`src/rtl/mbx_pkg.sv`:
```
package mbx_pkg;

  typedef enum logic [2:0] {
    ST_IDLE  = 3'd0,
    ST_FETCH = 3'd1,
    ST_STORE = 3'd2,
    ST_POLL  = 3'd3,
    ST_CHECK = 3'd4,
    ST_DONE  = 3'd5
  } mbx_state_e;

endpackage

```
`src/rtl/mbx_timeout.sv`:
```
// Saturating cycle counter bounding the polling phase.
module mbx_timeout #(
  parameter int unsigned LIMIT = 16,
  parameter int unsigned CNT_W = 5
) (
  input  logic clk,
  input  logic rst_n,
  input  logic clr_i,
  input  logic en_i,
  output logic expired_o
);

  logic [CNT_W-1:0] cnt_q, cnt_d;
  logic             cnt_en;

  assign expired_o = (cnt_q >= CNT_W'(LIMIT));
  assign cnt_en    = clr_i | (en_i & ~expired_o);

  always_comb begin
    cnt_d = cnt_q;
    if (clr_i)
      cnt_d = '0;
    else if (en_i && !expired_o)
      cnt_d = cnt_q + CNT_W'(1);
  end

  always_ff @(posedge clk or negedge rst_n) begin
    if (!rst_n)
      cnt_q <= '0;
    else if (cnt_en)
      cnt_q <= cnt_d;
  end

endmodule

```
`src/rtl/mbx_verdict.sv`:
```
// Per-bit comparison of a mailbox value against the request mask.
module mbx_verdict #(
  parameter int unsigned NIB_W = 4
) (
  input  logic [2*NIB_W-1:0] data_i,
  input  logic [NIB_W-1:0]   mask_i,
  output logic               bits_clear_o,
  output logic               err_hit_o
);

  logic [NIB_W-1:0] pend;
  logic [NIB_W-1:0] flag;

  for (genvar b = 0; b < NIB_W; b++) begin : g_bit
    assign pend[b] = mask_i[b] & data_i[b];
    assign flag[b] = mask_i[b] & data_i[b+NIB_W];
  end

  assign bits_clear_o = ~|pend;
  assign err_hit_o    = |flag;

endmodule

```
`src/rtl/mbx_fsm.sv`:
```
// Sequencer: fetch, merge-write, poll, final check, report.
module mbx_fsm
  import mbx_pkg::*;
#(
  parameter int unsigned NIB_W  = 4,
  parameter int unsigned DATA_W = 8
) (
  input  logic              clk,
  input  logic              rst_n,
  input  logic              start_i,
  input  logic [DATA_W-1:0] cmd_i,
  input  logic              rd_ack_i,
  input  logic [DATA_W-1:0] rd_data_i,
  input  logic              rd_err_i,
  input  logic              wr_ack_i,
  input  logic              bits_clear_i,
  input  logic              err_hit_i,
  input  logic              expired_i,
  output logic [NIB_W-1:0]  mask_o,
  output logic              tmr_clr_o,
  output logic              tmr_en_o,
  output logic              busy_o,
  output logic              done_o,
  output logic              pass_o,
  output logic              rd_req_o,
  output logic              wr_req_o,
  output logic [DATA_W-1:0] wr_data_o
);

  mbx_state_e        state_q, state_d;
  logic [NIB_W-1:0]  mask_q, mask_d;
  logic [DATA_W-1:0] wdata_q, wdata_d;
  logic              pass_q, pass_d;
  logic              rd_done;
  logic              accept;

  assign rd_done = rd_req_o & rd_ack_i;
  assign accept  = (state_q == ST_IDLE) & start_i;

  always_comb begin
    state_d = state_q;
    mask_d  = mask_q;
    wdata_d = wdata_q;
    pass_d  = pass_q;
    unique case (state_q)
      ST_IDLE: begin
        if (start_i) begin
          mask_d  = cmd_i[NIB_W-1:0];
          pass_d  = 1'b0;
          state_d = ST_FETCH;
        end
      end
      ST_FETCH: begin
        if (rd_done) begin
          if (rd_err_i) begin
            pass_d  = 1'b0;
            state_d = ST_DONE;
          end else begin
            wdata_d = rd_data_i | {{(DATA_W-NIB_W){1'b0}}, mask_q};
            state_d = ST_STORE;
          end
        end
      end
      ST_STORE: begin
        if (wr_ack_i) state_d = ST_POLL;
      end
      ST_POLL: begin
        if (rd_done) begin
          if (rd_err_i) begin
            pass_d  = 1'b0;
            state_d = ST_DONE;
          end else if (bits_clear_i || expired_i) begin
            state_d = ST_CHECK;
          end
        end
      end
      ST_CHECK: begin
        if (rd_done) begin
          pass_d  = ~rd_err_i & bits_clear_i & ~err_hit_i;
          state_d = ST_DONE;
        end
      end
      ST_DONE: state_d = ST_IDLE;
      default: state_d = ST_IDLE;
    endcase
  end

  always_ff @(posedge clk or negedge rst_n) begin
    if (!rst_n) begin
      state_q <= ST_IDLE;
      mask_q  <= '0;
      wdata_q <= '0;
      pass_q  <= 1'b0;
    end else begin
      state_q <= state_d;
      if (accept) mask_q <= mask_d;
      if (state_q == ST_FETCH) wdata_q <= wdata_d;
      pass_q <= pass_d;
    end
  end

  assign mask_o    = mask_q;
  assign tmr_clr_o = (state_q == ST_STORE);
  assign tmr_en_o  = (state_q == ST_POLL);
  assign busy_o    = (state_q != ST_IDLE);
  assign done_o    = (state_q == ST_DONE);
  assign pass_o    = (state_q == ST_DONE) & pass_q;
  assign rd_req_o  = (state_q == ST_FETCH) | (state_q == ST_POLL) | (state_q == ST_CHECK);
  assign wr_req_o  = (state_q == ST_STORE);
  assign wr_data_o = wdata_q;

endmodule

```
`src/rtl/mbx_cmd_engine.sv`:
```
module mbx_cmd_engine #(
  parameter int unsigned CLK_FREQ_HZ = 100_000_000,
  parameter int unsigned TIMEOUT_MS  = 1000,
  parameter int unsigned NIB_W       = 4,
  parameter int unsigned DATA_W      = 2 * NIB_W
) (
  input  logic              clk,
  input  logic              rst_n,
  input  logic              start_i,
  input  logic [DATA_W-1:0] cmd_i,
  output logic              busy_o,
  output logic              done_o,
  output logic              pass_o,
  output logic              rd_req_o,
  input  logic              rd_ack_i,
  input  logic [DATA_W-1:0] rd_data_i,
  input  logic              rd_err_i,
  output logic              wr_req_o,
  input  logic              wr_ack_i,
  output logic [DATA_W-1:0] wr_data_o
);

  localparam int unsigned TIMEOUT_CYC = (CLK_FREQ_HZ / 1000) * TIMEOUT_MS;
  localparam int unsigned CNT_W       = $clog2(TIMEOUT_CYC + 1);

  logic [NIB_W-1:0] mask;
  logic             bits_clear;
  logic             err_hit;
  logic             tmr_clr;
  logic             tmr_en;
  logic             expired;

  mbx_fsm #(
    .NIB_W  (NIB_W),
    .DATA_W (DATA_W)
  ) u_fsm (
    .clk          (clk),
    .rst_n        (rst_n),
    .start_i      (start_i),
    .cmd_i        (cmd_i),
    .rd_ack_i     (rd_ack_i),
    .rd_data_i    (rd_data_i),
    .rd_err_i     (rd_err_i),
    .wr_ack_i     (wr_ack_i),
    .bits_clear_i (bits_clear),
    .err_hit_i    (err_hit),
    .expired_i    (expired),
    .mask_o       (mask),
    .tmr_clr_o    (tmr_clr),
    .tmr_en_o     (tmr_en),
    .busy_o       (busy_o),
    .done_o       (done_o),
    .pass_o       (pass_o),
    .rd_req_o     (rd_req_o),
    .wr_req_o     (wr_req_o),
    .wr_data_o    (wr_data_o)
  );

  mbx_verdict #(
    .NIB_W (NIB_W)
  ) u_verdict (
    .data_i       (rd_data_i),
    .mask_i       (mask),
    .bits_clear_o (bits_clear),
    .err_hit_o    (err_hit)
  );

  mbx_timeout #(
    .LIMIT (TIMEOUT_CYC),
    .CNT_W (CNT_W)
  ) u_timeout (
    .clk       (clk),
    .rst_n     (rst_n),
    .clr_i     (tmr_clr),
    .en_i      (tmr_en),
    .expired_o (expired)
  );

endmodule

```
`config.mk`:
```
export PLATFORM = sky130hd
export DESIGN_NAME = mbx_cmd_engine
export DESIGN_NICKNAME = d
export VERILOG_FILES = /design/src/rtl/mbx_pkg.sv /design/src/rtl/mbx_timeout.sv /design/src/rtl/mbx_verdict.sv /design/src/rtl/mbx_fsm.sv /design/src/rtl/mbx_cmd_engine.sv
export SDC_FILE = /design/constraint.sdc
export NUM_CORES = 1
export LEC_CHECK = 0
export ABC_AREA = 1
export BUFFER_PORTS_ARGS = -buffer_cell sky130_fd_sc_hd__buf_2
export CAP_MARGIN = 20
export CORE_ASPECT_RATIO = 0.8
export CORE_MARGIN = 8
export CORE_UTILIZATION = 60
export DETAILED_ROUTE_END_ITERATION = 7
export GPL_ROUTABILITY_DRIVEN = 1
export GPL_TIMING_DRIVEN = 1
export HOLD_SLACK_MARGIN = 0.1
export PLACE_DENSITY = 0.81
export SLEW_MARGIN = 20
export SYNTH_ARGS = -nofsm -noshare
export SYNTH_HDL_FRONTEND = slang
export SYNTH_HIERARCHICAL = 1
export SYNTH_SLANG_ARGS = --single-unit
```
`constraint.sdc`:
```
create_clock -name clk -period 2.8 [get_ports clk]
set_input_delay 0.14 -clock clk [delete_from_list [all_inputs] [get_ports clk]]
set_output_delay 0.14 -clock clk [all_outputs]
set_load 0.005 [all_outputs]
```
=== Yosys cells after proc, flatten, opt, wreduce, memory -nomap -nowiden ===
Cells that the tools add are included.

* $add $sub $neg: 1
* Magnitude comparators: 1
* Equality and inequality tests: 13
* Mux-type cells: 16
* Bitwise operators: 21
* Reductions and logical operators: 16

{| class="wikitable"
|+ Operators with widths
! operator !! count
|-
| $mux 27 || 2
|-
| $add 27x1->27 const B || 1
|-
| $ge 27x27->1 const B || 1
|-
| $mux 3 || 8
|-
| $pmux 3 s5 || 1
|-
| $and 1x1->1 || 14
|-
| $ne 2x1->1 const B || 4
|-
| $or 8x4->8 || 1
|-
| $reduce_or 4->1 || 2
|-
| $eq 3x2->1 const B || 2
|-
| $eq 3x3->1 const B || 2
|-
| $ne 2x2->1 const B || 3
|-
| $reduce_and 3->1 || 2
|-
| $reduce_and 6->1 || 1
|-
| $reduce_bool 3->1 || 2
|-
| $reduce_and 5->1 || 1
|-
| $mux 1 || 4
|-
| $eq 3x1->1 const B || 1
|-
| $logic_not 3->1 || 1
|-
| $ne 3x3->1 const B || 1
|-
| $not 1->1 || 3
|-
| $or 1x1->1 || 3
|-
| $pmux 1 s3 || 1
|-
| $logic_not 1->1 || 2
|-
| 5 further kinds || 5
|}

* Bits in registers: 43
* Output and inout bits: 13

=== Logic depth before layout (Yosys ltp) ===
* Depth in word-level cells: 8
* Gate-level depth with buffers: 14
* Depth with buffers taken out: 14

=== Hierarchy ===
The synthesis kept the hierarchy.

{| class="wikitable"
|+ Modules (own cells, without submodules)
! module !! instances !! cells an instance !! area an instance (um2)
|-
| mbx_timeout || 1 || 331 || 2144.6
|-
| mbx_fsm || 1 || 110 || 979.7
|-
| mbx_verdict || 1 || 16 || 60.1
|}

=== Least setup slack after synthesis ===
No wires, ideal clock.

* Path type: register to register
* Start: register u_fsm.state_q[0]
* End: register u_timeout.cnt_q[19]
* Arrival time: 1.689 ns
* Required time: 2.683 ns
* Setup slack: 0.994 ns
* Stages on the path, launching flop included: 9
* Buffers on the path: 2
* Clock period less this slack: 1.806 ns
* Path through: dfrtp_1 -> buf_6 -> inv_1 -> nand3_2 -> inv_1 -> dlygate4sd3_1 -> nor2_1 -> nand2_2 -> nand2_1

* Elaborated cells between the ends (all ways): 8
* Those cells by class: eq/ne (2); mux (1); bitwise (2); reduce/logical (3)

{| class="wikitable"
|+ RTL lines
! item !! RTL line !! source
|-
| start, declared || mbx_fsm.sv:30 || <nowiki>mbx_state_e state_q, state_d;</nowiki>
|-
| start signal, assigned || mbx_fsm.sv:95 || <nowiki>state_q <= state_d;</nowiki>
|-
| $eq 3x2->1 (*) || mbx_fsm.sv:103 || <nowiki>assign tmr_clr_o = (state_q == ST_STORE);</nowiki>
|-
| named net tmr_clr || mbx_cmd_engine.sv:29 || <nowiki>logic tmr_clr;</nowiki>
|-
| $reduce_bool 2->1 (no line) or $or 1x1->1 (tied branches) || -- ||
|-
| $reduce_and 2->1 (no line) || -- ||
|-
| end signal, assigned || mbx_timeout.sv:31 || <nowiki>cnt_q <= cnt_d;</nowiki>
|-
| end, declared || mbx_timeout.sv:13 || <nowiki>logic [CNT_W-1:0] cnt_q, cnt_d;</nowiki>
|}

The timed path passes the listed nets; every way through them passes the cells marked *.
A chain may end at the register's enable or synchronous reset.

=== Final worst setup path ===
* Start: register u_fsm.state_q[0]
* End: register u_timeout.cnt_q[21]

* Word-level cells in the longest chain between the ends: 4
* Elaborated cells between the ends (all ways): 8
* Those cells by class: eq/ne (2); mux (1); bitwise (2); reduce/logical (3)

{| class="wikitable"
|+ Ends and longest elaborated chain
! item !! RTL line !! source
|-
| $eq 3x2->1 || mbx_fsm.sv:104 || <nowiki>assign tmr_en_o = (state_q == ST_POLL);</nowiki>
|-
| $and 1x1->1 or $logic_and 1x1->1 (tied branches) || mbx_timeout.sv:17, mbx_timeout.sv:23 ||
|-
| $or 1x1->1 or $reduce_bool 2->1 (tied branches) || -- ||
|-
| $reduce_and 2->1 (no line) || -- ||
|}

Parallel ways exist; a longest one is shown, timed or not.

==> impl_metrics.ini <==
[routing]
wl_um = 7510
drt-vias-per-instance = 5.41
ant_nets = 0
drc = 0
dr.pass1.iters = 7
detail_route.wl_per_cell_um = 13.5
drt_iter0_markers = 319
vias = 3020

[global_routing]
grt_overflow = 0
grt_max_degree = 44
grt_pass1_wl_um = 13200
grt_pass1_vias = 2796
grt_usage_pct = 20.0
antenna_found_initial = 0

[setup_path]
critPathMaxStageDelay_ps = 700
crit_required_ps = 3000
cp_slowest_cell = dfrtp_1
worstPathArrival_ps = 2180
end_kind = flip-flop
start_kind = flip-flop
cpLargestDelayFamily = flip-flops
worst-path-buf-inv = 4
path_class = reg -> reg
worstPathCellList = inv_1 -> nand3_2 -> inv_1 -> clkinv_1 -> buf_4 -> nand2_4 -> nand2_1 -> nand2_1
crit_fanout = 34

[clocking]
h-tree-depth = 2
ctsHoldBuffers = 13
cts_sinks = 43
cts_buffer_depth = 2
cts_tree = done
clkTransAtPathRegs_ps = 80
cts_inserted_buffers = 5
cts_setup_buffers = 0
clkLatencyLatePin_ps = 300
cts_resized = 0
clockRootBuffer = clkbuf_8

[timing]
max_freq_ghz = 0.506
rsz0062_at_grt = no
period_needed_ps = 1980
period_share_pct = 70.6
finClkSkew_ps = 3.16
worstMarginPinSlew_ps = 549
slew_viol_final = 0
setup_ws_ps = 822
relSlewSlack_pct = 63.4
setup_viol = 0
finalSetupTns_ps = 0
finalHoldViolations = 0

[synthesis]
ys_types = 38
syn_nets = 481
synth-main-ff-cell = dfrtp_1
synth_enable_flop_cells = 0
syn_avg_cell_area_um2 = 6.97
ys_ff_latch = 43
syn_inst = 457
async_flop_share_pct = 100
synth_seq_area_share_pct = 33.8
syn-cell-area_mm2 = 0.00318
yosys_warnings = 6

[power]
swShare_pct = 42.0
p_per_area_mw_per_mm2 = 618
static-leakage-power_nw = 1.76
pwr-share-comb_pct = 39.8
clkPwrFrac_pct = 18.5
p_sw_uw = 908
ir_drop_mv = 0.610
internal-power_mw = 1.26
p_seq_share_pct = 41.7

[placement]
dp_hpwl_um = 5290
finalWeightedCongestion = 0.905
postPlaceCellArea_mm2 = 0.00329
pre_cts_ws_ps = 837
portBuffers = 30

[final_layout]
fin_nets = 519
fillers = 440
diodes = 0
final_cell_mix = nand2_1, nor2_1, nand3_1
multi_input_area_mm2 = 0.00179
fin_util_pct = 69.2
fin_area_mm2 = 0.00350
layout_commonest_cell = nand2_1
drive_gt1_share_pct = 16.7
area_growth_pct = 10.1
ff_latch_area_mm2 = 0.00108

[die]
start_util_pct = 62.9
ios = 35
rows = 23
fp.dieW_um = 97.5
core_mm2 = 0.00506
die_area_mm2 = 0.00791
die_y_um = 81.2

[job]
maxCapViolCount = 0

[outcome]
status = finished, final reports clean

[min_path]
min_path_type = in -> reg
-- registers in the layout (all words and copies together) (netlist names) --
register / flops
u_fsm/wr_data_o: 8
u_fsm/state_q: 3
u_fsm/mask_o: 4
u_fsm/pass_q: 1
u_timeout/cnt_q: 27
-- area by class of cell --
| type | instances | area share, % |
|---|---|---|
| multi-input cells | 356 | 51.1 |
| flip-flops and latches | 43 | 30.7 |
| repair buffers | 47 | 8.93 |
| inverters | 42 | 4.64 |
| well taps | 62 | 2.21 |
| clock buffers | 6 | 2.07 |
| clock inverters | 2 | 0.357 |
-- worst paths after layout --
check	start	to	slack (ps)	depth (start not counted)
max	u_fsm/state_q[0]	u_timeout/cnt_q[21]	820	8
min	rd_err_i	u_fsm/pass_q	200	4
max reg2reg	u_fsm/state_q[0]	u_timeout/cnt_q[21]	820	8
min reg2reg	u_fsm/wr_data_o[6]	u_fsm/wr_data_o[6]	480	2
max in group asynchronous	rst_n	u_fsm/wr_data_o[7]	2080	2
min in group asynchronous	rst_n	u_fsm/pass_q	350	2
-- power by group through the flow --
| stage | clock network [mW] | logic, mW | registers [mW] |
|---|---|---|---|
| 2_1_floorplan | 0 | 0.730 | 0.844 |
| 3_3_place_gp | 0 | 0.819 | 0.902 |
| 3_5_place_dp | 0 | 0.842 | 0.911 |
| 4_1_cts | 0.409 | 0.859 | 0.899 |
| 5_1_grt | 0.433 | 0.962 | 0.926 |
| 6_report | 0.400 | 0.862 | 0.902 |
-- routing by layer --
metal	global-route usage [%]	part of all wire, %	vias up
met1	26.8	48	1394
met5	0	0	-
met2	31.8	44	113
li1	-	-	1497
met4	5.73	1.5	0
met3	4.75	6.3	16
-- through the flow --
stage / total power [mW] / hold WS [ps] / cells
after detailed placement: 1.75 / 357 / 537
after floorplan: 1.57 / -156 / 457
after global placement: 1.72 / 347 / 537
after CTS: 2.17 / 200 / 558
after global routing: 2.32 / 225 / 558
final: 2.16 / 202 / 558
-- Yosys cell counts, types with 2 or more instances --
library cell | instances | share of area [%]
nand4_1 | 11 | 2.2
o21ai_0 | 5 | 0.79
nand3_1 | 48 | 7.5
xnor2_1 | 5 | 1.4
nor2_2 | 8 | 1.6
ha_1 | 2 | 0.79
o21ai_1 | 5 | 0.79
nand3_2 | 4 | 1.3
inv_2 | 2 | 0.24
nand2_1 | 163 | 19
mux2_4 | 4 | 1.9
xor2_1 | 9 | 2.5
dfrtp_1 | 43 | 34
inv_1 | 37 | 4.4
a21oi_1 | 2 | 0.31
inv_4 | 2 | 0.39
nand2_4 | 2 | 0.71
buf_4 | 3 | 0.71
clkbuf_8 | 3 | 1.3
nand2_2 | 9 | 1.8
nor2_4 | 4 | 1.4
nand3_4 | 2 | 1.1
nor2_1 | 63 | 7.4
buf_6 | 6 | 2.1
nor2_8 | 2 | 1.3
-- cell families (layout without fill, tap and decap cells) --
kind of cell	Yosys count	in the layout	share of synthesized area, %
compound gates	15	15	2.71
xor+xnor	14	14	3.85
fa+ha+maj	2	2	0.786
buf+inv	58	97	9.98
flops	43	43	33.8
mux	4	4	1.89
simple gates	321	321	47.0
-- worst register-to-register path, cell delays in order, from the launching register on --
cell and delay [ps]:
dfrtp_1 700, inv_1 190, nand3_2 130, inv_1 70
clkinv_1 40, buf_4 330, nand2_4 240, nand2_1 120
nand2_1 60
Power figures use the tool's default switching activity.
